**src/rtl/seq_branch_pkg.sv**
```systemverilog
package seq_branch_pkg;

    // Registered microcode control fields
    typedef struct packed {
        logic clr_n;
        logic inc;
        logic ld_n;
        logic ld_sel;
        logic cry_en;
        logic xbr_en;
        logic dinc;
    } ctrl_t;

    // Transfer flag states
    typedef enum logic [1:0] {
        XF_IDLE  = 2'd0,
        XF_ARMED = 2'd1,
        XF_DRAIN = 2'd2
    } xf_state_t;

endpackage

```
**src/rtl/branch_ctr.sv**
```systemverilog
module branch_ctr #(
    parameter int CNT_W   = 4,
    parameter int LOAD_LO = 12,
    parameter int LOAD_HI = 14
) (
    input  logic             clk,
    input  logic             rst,
    input  logic             clr_n_q,
    input  logic             ld_n_q,
    input  logic             ld_sel_q,
    input  logic             inc_q,
    output logic [CNT_W-1:0] cnt,
    output logic             at_term
);
    localparam logic [CNT_W-1:0] LD_LO_V = CNT_W'(LOAD_LO);
    localparam logic [CNT_W-1:0] LD_HI_V = CNT_W'(LOAD_HI);
    localparam logic [CNT_W-1:0] TERM_V  = {CNT_W{1'b1}};

    logic [CNT_W-1:0] cnt_nx;

    // Priority: clear, then load, then increment
    always_comb begin
        if (!clr_n_q)
            cnt_nx = '0;
        else if (!ld_n_q)
            cnt_nx = ld_sel_q ? LD_HI_V : LD_LO_V;
        else if (inc_q)
            cnt_nx = cnt + 1'b1;
        else
            cnt_nx = cnt;
    end

    always_ff @(posedge clk) begin
        if (rst)
            cnt <= '0;
        else
            cnt <= cnt_nx;
    end

    assign at_term = (cnt == TERM_V);

endmodule

```
**src/rtl/xfer_flag.sv**
```systemverilog
module xfer_flag
    import seq_branch_pkg::*;
#(
    parameter int SYNC_STAGES = 2
) (
    input  logic clk,
    input  logic rst,
    input  logic xfer_dev,
    input  logic dinc_q,
    output logic xf_sync,
    output logic flag
);
    logic [SYNC_STAGES-1:0] sync_r;
    xf_state_t              st_q, st_nx;

    // Synchronizer chain into the sequencer domain
    generate
        for (genvar g = 0; g < SYNC_STAGES; g++) begin : g_sync
            if (g == 0) begin : g_first
                always_ff @(posedge clk) begin
                    if (rst) sync_r[0] <= 1'b0;
                    else     sync_r[0] <= xfer_dev;
                end
            end else begin : g_next
                always_ff @(posedge clk) begin
                    if (rst) sync_r[g] <= 1'b0;
                    else     sync_r[g] <= sync_r[g-1];
                end
            end
        end
    endgenerate

    assign xf_sync = sync_r[SYNC_STAGES-1];

    // State register
    always_ff @(posedge clk) begin
        if (rst) st_q <= XF_IDLE;
        else     st_q <= st_nx;
    end

    // Next-state logic
    always_comb begin
        st_nx = st_q;
        unique case (st_q)
            XF_IDLE:  if (xf_sync) st_nx = XF_ARMED;
            XF_ARMED: if (dinc_q)  st_nx = xf_sync ? XF_DRAIN : XF_IDLE;
            XF_DRAIN: if (!xf_sync) st_nx = XF_IDLE;
            default:  st_nx = XF_IDLE;
        endcase
    end

    // Output decode
    always_comb begin
        unique case (st_q)
            XF_ARMED, XF_DRAIN: flag = 1'b1;
            default:            flag = 1'b0;
        endcase
    end

endmodule

```
**src/rtl/seq_branch_cond.sv**
```systemverilog
module seq_branch_cond
    import seq_branch_pkg::*;
#(
    parameter int CNT_W       = 4,
    parameter int LOAD_LO     = 12,
    parameter int LOAD_HI     = 14,
    parameter int SYNC_STAGES = 2
) (
    input  logic clk,
    input  logic rst,
    input  logic clr_n,
    input  logic inc,
    input  logic ld_n,
    input  logic ld_sel,
    input  logic cry_en,
    input  logic xbr_en,
    input  logic dinc,
    input  logic xfer_dev,
    output logic branch_n
);
    ctrl_t            ctrl_q;
    logic [CNT_W-1:0] cnt_val;
    logic             at_term;
    logic             xf_sync;
    logic             xf_flag;

    // Control register stage (R1: reset to inactive levels)
    always_ff @(posedge clk) begin
        if (rst) begin
            ctrl_q <= '{clr_n: 1'b1, inc: 1'b0, ld_n: 1'b1, ld_sel: 1'b0,
                        cry_en: 1'b0, xbr_en: 1'b0, dinc: 1'b0};
        end else begin
            ctrl_q <= '{clr_n: clr_n, inc: inc, ld_n: ld_n, ld_sel: ld_sel,
                        cry_en: cry_en, xbr_en: xbr_en, dinc: dinc};
        end
    end

    branch_ctr #(
        .CNT_W  (CNT_W),
        .LOAD_LO(LOAD_LO),
        .LOAD_HI(LOAD_HI)
    ) u_ctr (
        .clk     (clk),
        .rst     (rst),
        .clr_n_q (ctrl_q.clr_n),
        .ld_n_q  (ctrl_q.ld_n),
        .ld_sel_q(ctrl_q.ld_sel),
        .inc_q   (ctrl_q.inc),
        .cnt     (cnt_val),
        .at_term (at_term)
    );

    xfer_flag #(
        .SYNC_STAGES(SYNC_STAGES)
    ) u_xf (
        .clk     (clk),
        .rst     (rst),
        .xfer_dev(xfer_dev),
        .dinc_q  (ctrl_q.dinc),
        .xf_sync (xf_sync),
        .flag    (xf_flag)
    );

    // Either enabled condition pulls the bit low
    assign branch_n = ~((at_term & ctrl_q.cry_en) | (xf_flag & ctrl_q.xbr_en));

endmodule

```
**config.mk**
```make
export PLATFORM = sky130hd
export DESIGN_NAME = seq_branch_cond
export DESIGN_NICKNAME = d
export VERILOG_FILES = /design/src/rtl/seq_branch_pkg.sv /design/src/rtl/branch_ctr.sv /design/src/rtl/xfer_flag.sv /design/src/rtl/seq_branch_cond.sv
export SDC_FILE = /design/constraint.sdc
export NUM_CORES = 1
export LEC_CHECK = 0
export BUFFER_PORTS_ARGS = -buffer_cell sky130_fd_sc_hd__clkbuf_2
export CORE_AREA = 2 2 39 41
export CTS_CLUSTER_DIAMETER = 40
export DETAILED_ROUTE_END_ITERATION = 8
export DIE_AREA = 0 0 41 43
export GPL_ROUTABILITY_DRIVEN = 0
export PLACE_DENSITY = 0.63
export SLEW_MARGIN = 0
export SYNTH_ARGS = -nofsm -noshare
export SYNTH_HDL_FRONTEND = slang
export SYNTH_SLANG_ARGS = --single-unit
```
**constraint.sdc**
```tcl
create_clock -name clk -period 1.7 [get_ports clk]
set_clock_uncertainty 0.1 [all_clocks]
set_input_delay 0.34 -clock clk [delete_from_list [all_inputs] [get_ports clk]]
set_output_delay 0.34 -clock clk [all_outputs]
set_load 0.005 [all_outputs]
```
==> metrics.txt <==
Die ar.=1760 um^2; FF/Latch Area=a little over 300 um^2; Multi-input gate area=roughly 310 um^2; RSZ-0062 raised after global routing=yes; largest net degree at the start of global routing=10; Sw Ratio=between 20% and 30%; WP data required=approximately 1.8 ns; Setup crit end kind=register; Worst Path Arrival=1.75 ns; number of fillers in the final layout=around 120; Max-Cap Viols=0; WL/cell=12.0 um; status=completed; final-stage net count=87; Yosys cell types=23; antenna violations before repair=0; Sink Count=15; part of the power in registers=a little over half; area grow syn2layout=27.5%; worst min path class=input pin to register; Logic pwr share=19.4%; R2R depth=5; GR Layer Usage met3=about 4.7%; Syn Area/Cell=10.9 um^2; CTS Root Cell=clkbuf_4; Crit path max-delay family=simple AND/OR/NAND/NOR gates; Routed Antenna Nets=0; Tot Pwr=approximately 740 uW; synth warn=0; I/O Buffers=10; Yosys reg bits=15; M2 GR Usage=20.9%; min Tclk post-route=around 1.6 ns; min-delay src=ld_n; peak supply drop=just under 0.6 mV; Internal Dissipation=approximately 540 uW; Worst Hold Endpoint=ctrl_q[4]; Fin Setup TNS=0 ns; Routed WL=~1000 um; syn_nets=69; CTS tree=built; crit path launch type=register; final setup fails=0; Tot GR Track Use=14.3%; Fmax achieved=606 MHz; Ports=11; clock buffer depth=2; Vias/cell=about 4.8; Clock Pin Slew Worst Setup and Hold Paths=roughly 0.090 ns; Ant. Diodes=0; Finished Layout Cells=87; dpl hpwl=just under 700 um; Starting Density=around 43%; busiest grt layer=met2; # H-tree levels=1; iteration count of the initial detailed-routing pass=4; Final Hold Viols=0; vias=around 420; Iter 0 DRT Violations=10; Core Box Area=1380 um^2; Pwr Density=~980 nW/um^2; Die X=41 um; vias in the first global route=379; Post-Syn Area=591 um^2; Slew @ Worst Pin=between 0.15 and 0.2 ns; Tcrit/Tclk final=about 97%; switching power of the nets=roughly 200 uW; grt total ovfl=0; Core Rows=14; Slew Viols, Final=0; first-pass GRT wire length=between 1500 and 2000 um; LEAKAGE=0.000312 uW; Clock power frac=27.3%; Largest stage delay, worst path=between 0.4 and 0.5 ns; Worst R2R End=u_xf.st_q[0]; Slew headroom=87.8%; reg-to-reg startpoint=u_xf.st_q[1]; clk_lat worst skew=about 0.28 ns; critical-path cell list=buf_4, ha_2, mux2_4, or4b_1, o31ai_1; Hold Crit Depth=2; sequential-to-total area share from yosys stat=50.8%; met1 global-route usage=approximately 17%; Post-route DRC=0; R2R Setup Slk=0.05 ns; Buffers & Inverters on Critical Path=1; cts bufs inserted=3; Placed Instances=80; share of layout cells above drive strength 1=45.1%; crit-path max FO=3; Worst path slowest cell=or4b_1; Die Ht=43 um; post-synthesis cell count=between 50 and 60; Crit Path Class=register to register
power groups by stage:
stage               combinational (uW)  clock [uW]  sequential (uW)
detailed placement                 119           0              399
CTS                                122         209              392
global route                       160         225              399
floorplan                         84.1           0              396
global placement                   110           0              399
finish                             144         202              395
through the flow:
stage	setup WS (ns)	util, %	hold WS, ns	cell area [um^2]
6_report	0.0509	54.4	0.129	753
5_1_grt	-0.00396	54.4	0.127	753
4_1_cts	0.00587	51.4	0.120	711
3_5_place_dp	0.0612	48.0	0.333	664
3_3_place_gp	0.137	48.0	0.319	664
2_1_floorplan	0.162	-	0.312	591
synth_stat cells:
library cell / instances / area, um^2
ha_1: 5 / 62.6
and2b_4: 1 / 10.0
xor2_1: 2 / 17.5
xnor2_1: 1 / 8.76
nand2_1: 1 / 3.75
clkbuf_1: 1 / 3.75
nand2b_1: 1 / 6.26
o31ai_1: 1 / 7.51
or2_2: 2 / 12.5
or4b_1: 1 / 10.0
mux2_4: 1 / 15.0
mux2i_1: 1 / 10.0
a21oi_1: 4 / 20.0
dfxtp_1: 15 / 300
nor2b_1: 7 / 43.8
nand4_1: 1 / 6.26
nor2_1: 2 / 7.51
o21ai_0: 1 / 5.00
nor3b_1: 1 / 7.51
a211oi_1: 1 / 7.51
inv_1: 2 / 7.51
and4_1: 1 / 8.76
nand4b_1: 1 / 8.76
cells in the final DEF, fill, tap and decap left out, types with 2 or more instances in the layout:
cell type / count
nor2b_1: 7
ha_4: 2
clkbuf_4: 3
buf_4: 4
nor2_1: 2
dfxtp_1: 11
xor2_1: 2
dfxtp_2: 3
a21oi_1: 3
clkbuf_2: 9
ha_1: 2
or2_2: 2
inv_2: 2
worst max-delay path by stage:
stage | cells past startpoint | start | slack [ns] | end
detailed placement | 5 | u_xf.st_q[0] | 0.06 | u_xf.st_q[0]
global route | 4 | u_ctr.cnt[1] | -0.004 | branch_n
global placement | 5 | u_xf.st_q[0] | 0.14 | u_xf.st_q[0]
floorplan | 5 | u_xf.st_q[0] | 0.16 | u_xf.st_q[0]
CTS | 4 | u_ctr.cnt[1] | 0.006 | branch_n
finish | 5 | u_xf.st_q[1] | 0.05 | u_xf.st_q[0]
registers in the layout, summed over array words and instances (netlist names):
signal and cells:
ctrl_q 7, u_xf.st_q 2, u_xf.xf_sync 1, u_xf.sync_r 1
u_ctr.cnt 4
area by class of cell:
class	instances	share of cell area, %
inverter	2	0.997
timing repair buffer	14	10.6
clock inverter	1	0.664
multi-input combinational	36	41.2
sequential	15	40.9
tap	16	2.66
clock buffer	3	2.99
what timing repair did:
action | in CTS | in global routing
endpoints found under the setup margin | 1 | 2
gates resized for setup | 3 | 10
buffers inserted | 2 | 1
hold buffers | 0 | 0
pin swaps | 1 | 0
layer usage:
layer | wire, um | vias to the layer above | share of wire (%)
met5 | 0 | - | 0
met4 | 9 | 0 | 0.86
met3 | 49 | 2 | 4.7
met2 | 504 | 12 | 48
met1 | 482 | 190 | 46
li1 | - | 217 | -
cells by family (layout without fill, tap and decap cells):
family / Yosys count / count (layout) / share of synthesized area (%)
fa+ha+maj: 5 / 5 / 10.6
mux: 2 / 2 / 4.24
buf+inv: 3 / 20 / 1.91
simple gates: 19 / 19 / 21.2
flops: 15 / 15 / 50.8
xor+xnor: 3 / 3 / 4.45
compound gates: 7 / 7 / 6.78
Power figures use the tool's default switching activity.
